--- config.mk ---
export PLATFORM = sky130hd
export DESIGN_NAME = imm_ext_unit
export DESIGN_NICKNAME = d
export VERILOG_FILES = /design/src/rtl/imm_ext_pkg.sv /design/src/rtl/imm_ext_short.sv /design/src/rtl/imm_ext_long.sv /design/src/rtl/imm_ext_stage.sv /design/src/rtl/imm_ext_unit.sv
export SDC_FILE = /design/constraint.sdc
export NUM_CORES = 1
export LEC_CHECK = 0
export ABC_AREA = 1
export ABC_CLOCK_PERIOD_IN_PS = 1500
export BUFFER_PORTS_ARGS = -buffer_cell sky130_fd_sc_hd__buf_2
export CORE_ASPECT_RATIO = 0.8
export CORE_MARGIN = 2
export CORE_UTILIZATION = 38
export CTS_CLUSTER_DIAMETER = 100
export CTS_CLUSTER_SIZE = 28
export DETAILED_ROUTE_END_ITERATION = 7
export PLACE_DENSITY = 0.72
export SYNTH_ARGS = -nofsm -noshare
export SYNTH_HDL_FRONTEND = slang
export SYNTH_HIERARCHICAL = 1
export SYNTH_SLANG_ARGS = --single-unit
--- constraint.sdc ---
create_clock -name clk -period 1.5 [get_ports clk]
set_input_delay 0.3 -clock clk [delete_from_list [all_inputs] [get_ports clk]]
set_output_delay 0.3 -clock clk [all_outputs]
set_load 0.005 [all_outputs]
--- src/rtl/imm_ext_pkg.sv ---
package imm_ext_pkg;

    localparam int SHORT_W   = 4;
    localparam int LONG_W    = 16;
    localparam int SEC_W     = 4;
    localparam int WIDE_W    = LONG_W + SEC_W;
    localparam int EXT_MAX_W = 32;

    typedef enum logic [1:0] {
        IMM_FORM_NONE  = 2'd0,
        IMM_FORM_SHORT = 2'd1,
        IMM_FORM_LONG  = 2'd2,
        IMM_FORM_RSVD  = 2'd3
    } imm_form_e;

    typedef struct packed {
        imm_form_e            form;
        logic [SHORT_W-1:0]   short_imm;
        logic [LONG_W-1:0]    long_imm;
        logic [SEC_W-1:0]     sec_field;
        logic                 uns;
        logic                 sec_free;
    } imm_req_t;

    // Extend a raw field whose top significant bit is at index top.
    function automatic logic [EXT_MAX_W-1:0] extend_from(
        input logic [EXT_MAX_W-1:0] raw,
        input int unsigned          top,
        input logic                 uns
    );
        logic [EXT_MAX_W-1:0] res;
        for (int i = 0; i < EXT_MAX_W; i++) begin
            if (i <= top) res[i] = raw[i];
            else          res[i] = uns ? 1'b0 : raw[top];
        end
        return res;
    endfunction

endpackage

--- src/rtl/imm_ext_short.sv ---
module imm_ext_short
    import imm_ext_pkg::*;
#(
    parameter int DATA_W = 32
) (
    input  logic [SHORT_W-1:0] short_imm,
    input  logic               uns,
    output logic [DATA_W-1:0]  value
);
    localparam int PAD_W = EXT_MAX_W - SHORT_W;

    logic [EXT_MAX_W-1:0] full;

    always_comb begin
        full  = extend_from({{PAD_W{1'b0}}, short_imm}, SHORT_W - 1, uns);
        value = full[DATA_W-1:0];
    end

endmodule

--- src/rtl/imm_ext_long.sv ---
module imm_ext_long
    import imm_ext_pkg::*;
#(
    parameter int DATA_W = 32
) (
    input  logic [LONG_W-1:0]  long_imm,
    input  logic [SEC_W-1:0]   sec_field,
    input  logic               uns,
    input  logic               sec_free,
    output logic [DATA_W-1:0]  value
);
    localparam bit MERGE_SEC = (DATA_W == 32);
    localparam int PAD_LONG  = EXT_MAX_W - LONG_W;
    localparam int PAD_WIDE  = EXT_MAX_W - WIDE_W;

    logic [EXT_MAX_W-1:0] raw;
    logic [EXT_MAX_W-1:0] full;
    int unsigned          top;

    generate
        if (MERGE_SEC) begin : g_merge
            always_comb begin
                if (sec_free) begin
                    raw = {{PAD_WIDE{1'b0}}, sec_field, long_imm};
                    top = WIDE_W - 1;
                end else begin
                    raw = {{PAD_LONG{1'b0}}, long_imm};
                    top = LONG_W - 1;
                end
            end
        end else begin : g_plain
            logic unused_sec;
            assign unused_sec = ^{sec_field, sec_free};
            always_comb begin
                raw = {{PAD_LONG{1'b0}}, long_imm};
                top = LONG_W - 1;
            end
        end
    endgenerate

    always_comb begin
        full  = extend_from(raw, top, uns);
        value = full[DATA_W-1:0];
    end

endmodule

--- src/rtl/imm_ext_stage.sv ---
module imm_ext_stage #(
    parameter int DATA_W = 32
) (
    input  logic              clk,
    input  logic              rst,
    input  logic              in_valid,
    input  logic [DATA_W-1:0] next_value,
    output logic              out_valid,
    output logic [DATA_W-1:0] operand
);

    always_ff @(posedge clk) begin
        if (rst) begin
            out_valid <= 1'b0;
            operand   <= '0;
        end else begin
            out_valid <= in_valid;
            if (in_valid) operand <= next_value;
        end
    end

endmodule

--- src/rtl/imm_ext_unit.sv ---
module imm_ext_unit
    import imm_ext_pkg::*;
#(
    parameter int DATA_W = 32
) (
    input  logic              clk,
    input  logic              rst,
    input  logic              in_valid,
    input  logic [1:0]        form_sel,
    input  logic [3:0]        short_imm,
    input  logic [15:0]       long_imm,
    input  logic [3:0]        sec_field,
    input  logic              attr_unsigned,
    input  logic              attr_sec_unused,
    output logic              out_valid,
    output logic [DATA_W-1:0] operand
);

    imm_req_t          req;
    logic [DATA_W-1:0] short_val;
    logic [DATA_W-1:0] long_val;
    logic [DATA_W-1:0] next_value;

    always_comb begin
        req.form      = imm_form_e'(form_sel);
        req.short_imm = short_imm;
        req.long_imm  = long_imm;
        req.sec_field = sec_field;
        req.uns       = attr_unsigned;
        req.sec_free  = attr_sec_unused;
    end

    imm_ext_short #(.DATA_W(DATA_W)) u_short (
        .short_imm (req.short_imm),
        .uns       (req.uns),
        .value     (short_val)
    );

    imm_ext_long #(.DATA_W(DATA_W)) u_long (
        .long_imm  (req.long_imm),
        .sec_field (req.sec_field),
        .uns       (req.uns),
        .sec_free  (req.sec_free),
        .value     (long_val)
    );

    always_comb begin
        case (req.form)
            IMM_FORM_SHORT: next_value = short_val;
            IMM_FORM_LONG:  next_value = long_val;
            default:        next_value = '0;
        endcase
    end

    imm_ext_stage #(.DATA_W(DATA_W)) u_stage (
        .clk        (clk),
        .rst        (rst),
        .in_valid   (in_valid),
        .next_value (next_value),
        .out_valid  (out_valid),
        .operand    (operand)
    );

endmodule

* Yosys cells after proc, flatten, opt, wreduce, memory -nomap -nowiden
Cells that the tools add are included.
** Word-level totals
- Memories :: 0
- Register bits :: 33
- Word-level logic and storage cells :: 76
- Latch bits :: 0
- Input bits :: 31
- ROM bits :: 0
- Bits in writable memories :: 0
** Cells by class
- $mul :: 0
- Eq/ne operators :: 2
- Divide/modulo/power cells :: 0
- $add $sub $neg :: 0
- Reduce and logical (&&, ||, !) cells :: 0
- Bitwise gates (word level) :: 0
- Magnitude comparators :: 33
- Multiplexer cells :: 39
- Shift operators :: 0
** Operators by type and width (count)
- 5-bit less-or-equal comparator, first input constant :: 16
- 32-bit one-hot mux with 2 select lines :: 1
- 4-bit by 5-bit less-or-equal comparator with 1-bit output, first input constant :: 8
- 1-bit 2-to-1 mux :: 35
- 3-bit by 5-bit less-or-equal comparator with 1-bit output, first input constant :: 4
- 20-bit 2-to-1 mux :: 1
- 1-bit by 5-bit less-or-equal comparator with 1-bit output, first input constant :: 2
- 2-bit by 5-bit less-or-equal comparator with 1-bit output, first input constant :: 2
- 5-bit by 6-bit less-than comparator with 1-bit output, second input constant :: 1
- 1-bit binary-select mux with 5-bit select :: 1
- 5-bit 2-to-1 mux :: 1
- 2-bit by 1-bit equality test with 1-bit output, second input constant :: 1
- 2-bit equality test, second input constant :: 1

* Logic depth before layout (Yosys ltp)
- Depth in word-level cells :: 6
- Gate-level depth with buffers :: 10

* By module
Netlist, hierarchy kept.
** Modules (own cells, without submodules)
- imm_ext_stage :: seq. area each 660.6 µm², area an instance 1352.5 µm², instances 1, cells an instance 206
- imm_ext_unit :: seq. area each 0.0 µm², area an instance 608.1 µm², instances 1, cells an instance 109
- imm_ext_long :: seq. area each 0.0 µm², area an instance 256.5 µm², instances 1, cells an instance 39
- imm_ext_short :: seq. area each 0.0 µm², area an instance 242.7 µm², instances 1, cells an instance 33

* Least setup slack after synthesis
OpenSTA, ideal clock, no wires.
- Path type :: input -> register
- Start :: input port short_imm[3]
- End :: register u_stage.operand[31]
- Stages :: 9
- Arrival :: 1472 ps
- Setup time :: 64 ps
- Path slack :: -35 ps
- Data required time :: 1436 ps
- Path through :: inv_1 nor2_2 buf_4 nand2_1 a21oi_1 inv_1 nand2_1 nand2_1 nor2_1
** Between the ends
- Longest elaborated chain between the ends :: 2
** Ends and longest elaborated chain
- start, declared :: RTL line imm_ext_unit.sv:10 : input logic [3:0] short_imm,
- 1-bit 2-to-1 mux
- net short_val[4] :: RTL line imm_ext_unit.sv:20 : logic [DATA_W-1:0] short_val;
- 32-bit one-hot mux with 2 select lines :: RTL line imm_ext_unit.sv:48 : case (req.form)
- net next_value[31] :: RTL line imm_ext_unit.sv:22 : logic [DATA_W-1:0] next_value;
- end signal, assigned :: RTL line imm_ext_stage.sv:18 : if (in_valid) operand <= next_value;
- end, declared :: RTL line imm_ext_stage.sv:9 : output logic [DATA_W-1:0] operand
The timed path passes the listed nets, and every way through them passes these cells.
A chain may end at the register's enable or synchronous reset.

* Final worst setup path
- Start :: input port attr_sec_unused
- End :: register u_stage.operand[28]
** Between the ends
- Longest elaborated chain between the ends :: 6
- Elaborated cells on any way between the ends :: 8
- Those cells by class :: order compare (1); mux (7)
** Ends and longest elaborated chain
- start, declared :: RTL line imm_ext_unit.sv:14 : input logic attr_sec_unused,
- 20-bit 2-to-1 mux or 5-bit 2-to-1 mux (tied branches) :: RTL line imm_ext_long.sv:23 : if (sec_free) begin
- 1-bit binary-select mux with 5-bit select :: RTL line imm_ext_pkg.sv:34 : else res[i] = uns ? 1'b0 : raw[top];
- 1-bit 2-to-1 mux (implied by the code) :: RTL line imm_ext_pkg.sv:34
- 1-bit 2-to-1 mux :: RTL line imm_ext_pkg.sv:34
- 1-bit 2-to-1 mux * :: RTL line imm_ext_pkg.sv:33 : if (i <= top) res[i] = raw[i];
- 32-bit one-hot mux with 2 select lines * :: RTL line imm_ext_unit.sv:48
- net next_value[28] :: RTL line imm_ext_unit.sv:22
The timed path passes the listed nets; every way through them passes the cells marked *. The select of a mux whose other input is x is not followed.

==> parameters.txt <==
Parameter                              Value

Timing
  Endpoints failing setup    0
  Number of failing hold endpoints at the final stage    0
  Max Transition Viols Final    0
  Crit path time final    1.12 ns
  Final setup slack of the worst path    around 0.38 ns
  Period utilisation layout    0.747
  Maximum clock skew at final layout    0 ns
  Transition at the pin with the smallest max-transition slack    0.319 ns
  Highest achievable clock rate    893 MHz
  Setup TNS    0 ns
  Unrepaired setup endpoints after global routing    false
  Worst slew margin relative to its limit    0.788

Routing
  Antenna violation net count after detailed routing    0
  Post-detailed-route wirelength per cell    slightly below 10 microns
  Number of iterations in the first detailed-routing pass    4
  Vias    2015
  Violation count after the first detailed-route iteration    65
  Number of vias per cell    4.26
  Total length of routed wires    4690 microns
  DRC violations left    0

Clock tree
  Clock sink count    33
  TritonCTS buffer count    5
  Source-to-sink clock delay at the later pin of the worst-skew pair    0.28 ns
  Buffers inserted during post-CTS setup optimization    0
  Count of hold buffers inserted by post-cts repair    0
  Longest Clk Path Bufs    2
  Clock transition at path regs    0.07 ns
  Cell chosen for the clock root    sky130_fd_sc_hd__clkbuf_8
  # H-tree levels    2
  Clock tree from TritonCTS    done
  Resized Gates After CTS    0

Worst hold path
  Hold Crit Class    input pin to flop
  Instance count along the most critical hold path    2
  Hold worst-path end    u_stage/out_valid
  Hold_sp    rst

Power
  Pleak    1.22 nW
  Total design power    2.15 mW
  Power density normalized to cell area    843 nW/um^2
  Worst voltage drop across the vdd grid    0.270 mV

Synth
  Number of flip-flops and latches in the synthesized netlist    33
  Syn Nets    420
  Complex-gate fraction of the synthesized area    0.111
  Mean instance size in the synthesized netlist    ~6.4 sq um
  Cell count after synthesis    387
  Cell with the most instances after synthesis    sky130_fd_sc_hd__nand2_1
  Multiplexer fraction of the synthesized cell area    0
  Synth warn    6
  Distinct cell type count after synthesis    12
  Dominant combinational cell family by area after synthesis    simple AND/OR/NAND/NOR gates
  Fraction of synthesis flops using an asynchronous set or reset pin    0
  Xor and xnor area share after synthesis    0
  Area share of the largest cell type after synthesis    0.269
  Primary FF master, synth    sky130_fd_sc_hd__dfxtp_1
  Fraction of the mapped netlist area in adder cells    0.0102
  Leading cell types by total area after synthesis    sky130_fd_sc_hd__dfxtp_1 (27%), sky130_fd_sc_hd__nand2_1 (21%), sky130_fd_sc_hd__buf_4 (19%), sky130_fd_sc_hd__a21oi_2 (10%), sky130_fd_sc_hd__nor2_1 (9.9%)
  Mapped Area    2460 sq um
  Area fraction in and, or, nand and nor cells after synthesis    0.315
  Seq/Total Area, Yosys    0.269
  Number of enable flip-flop cells after synthesis    0
  Cell taking the most area after synthesis    sky130_fd_sc_hd__dfxtp_1
  Commonest cells post-synth    sky130_fd_sc_hd__nand2_1 (137), sky130_fd_sc_hd__nor2_1 (65), sky130_fd_sc_hd__buf_4 (61)

Critical path
  Reg-to-reg setup timing slack    0.93 ns
  Path type of the worst setup path    input pin to flop
  Cells on worst reg2reg path    2
  Critical path data required time    1.72 ns
  CP max FO    12
  Critical path endpoint category    flop
  Capturing point of the worst reg2reg path    u_stage/operand[9]
  Worst Setup Start Kind    input pin
  CP arrival    1.34 ns
  Startpoint of the worst-slack reg-to-reg timing path    u_stage/operand[9]

Placement
  Weighted congestion at the end of routability-driven global placement    0.683
  Standard cell area after detailed placement    2440 sq um
  Worst slack at placement    between 0.1 and 0.15 ns
  Post-detail-place hpwl    between 3000 and 4000 microns
  Buffers on Ports    63
  Dpl cells    ~470

Floorplan
  Die height    76.0 microns
  Floorplan row count    26
  Die Wd    94.0 microns
  Area of the core    6310 sq um
  Ports placed on the boundary    between 60 and 70
  Die area    7140 sq um
  Starting density of the core    0.390

Final layout
  Antenna fix cells    0
  Share of post-route cells with drive strength above 1    0.288
  Fin nets    421
  Finished Cell Area    2550 sq um
  Area overhead of the layout relative to synthesis    3.51%
  Fin cells    473

Global routing
  Wire length of the first global-routing pass    ~7900 microns
  Total overflow reported by the global router    0
  Maximum number of pins on one net before global-route repair    66
  Initial antenna violation count    0
  Vias in the first global route    1861
  Global-route usage over all layers    0.134

Job
  Max-cap violations    0

Status
  Result of the run    finished, final reports clean
==> critical path: stages <==
cell and delay, ns:
sky130_fd_sc_hd__buf_2 0.13, sky130_fd_sc_hd__inv_1 0.09, sky130_fd_sc_hd__nand2_1 0.07, sky130_fd_sc_hd__a21oi_2 0.11, sky130_fd_sc_hd__buf_4 0.18, sky130_fd_sc_hd__nand2_1 0.07, sky130_fd_sc_hd__a21oi_1 0.16, sky130_fd_sc_hd__inv_1 0.05
sky130_fd_sc_hd__nand2_1 0.05, sky130_fd_sc_hd__nand2_1 0.05, sky130_fd_sc_hd__nor2_1 0.08
==> report_power, final <==
group	leakage (nW)	switching, mW	total [mW]	internal [mW]
clock	0.0542	0.316	0.730	0.415
sequential	0.272	0.0233	0.951	0.927
combinational	0.895	0.267	0.465	0.198
total	1.22	0.606	2.15	1.54
==> placed cells by master, fill, tap and decap left out, drive strengths merged <==
master,Yosys,routed
dfxtp,33,33
clkinv,0,1
nor2,66,66
nand2,137,137
a21oi,33,33
ha,2,2
clkbuf,0,7
nand3b,1,1
buf,77,71
inv,38,38
==> state kept, by name (all words and copies together), names as in the netlist <==
register	count
u_stage/operand	32
u_stage/out_valid	1
==> metal layers <==
| layer | global-route usage | share of wire | routed length [microns] | vias to the layer above |
|---|---|---|---|---|
| li1 | - | - | - | 1082 |
| met1 | 0.159 | 0.48 | 2230 | 879 |
| met2 | 0.234 | 0.46 | 2170 | 49 |
| met3 | 0.0308 | 0.050 | 235 | 5 |
| met4 | 0.0464 | 0.010 | 47 | 0 |
| met5 | 0 | 0 | 0 | - |
==> metrics by stage <==
step	util	hold slack (ns)
after floorplan	-	0.371
after global placement	0.387	0.453
after detailed placement	0.387	0.461
after CTS	0.403	0.170
after global routing	0.403	0.177
final	0.403	0.185
==> worst max-delay path by stage <==
stage	startpoint	endpoint	slack [ns]	depth (start not counted)
final	attr_sec_unused	u_stage/operand[28]	0.38	11
after floorplan	attr_sec_unused	u_stage/operand[28]	0.15	10
after global placement	attr_sec_unused	u_stage/operand[28]	0.15	11
after CTS	attr_sec_unused	u_stage/operand[28]	0.41	11
after detailed placement	attr_sec_unused	u_stage/operand[28]	0.11	11
after global routing	attr_sec_unused	u_stage/operand[26]	0.28	11
==> layout make-up <==
type / count / area, sq um
well taps: 84 / 105
inverters: 38 / 143
multi-input cells: 239 / 1090
fillers: 714 / 3760
repair buffers: 71 / 450
flip-flops and latches: 33 / 661
clock buffers: 7 / 96.3
clock inverters: 1 / 5.00
==> cells by family after synthesis <==
family                   after synthesis
AO/OA/AOI/OAI                         33
adder cells (fa/ha/maj)                2
buffers and inverters                115
flip-flops                            33
AND/OR/NAND/NOR                      204
No activity file was read; power rests on OpenSTA's default activity.
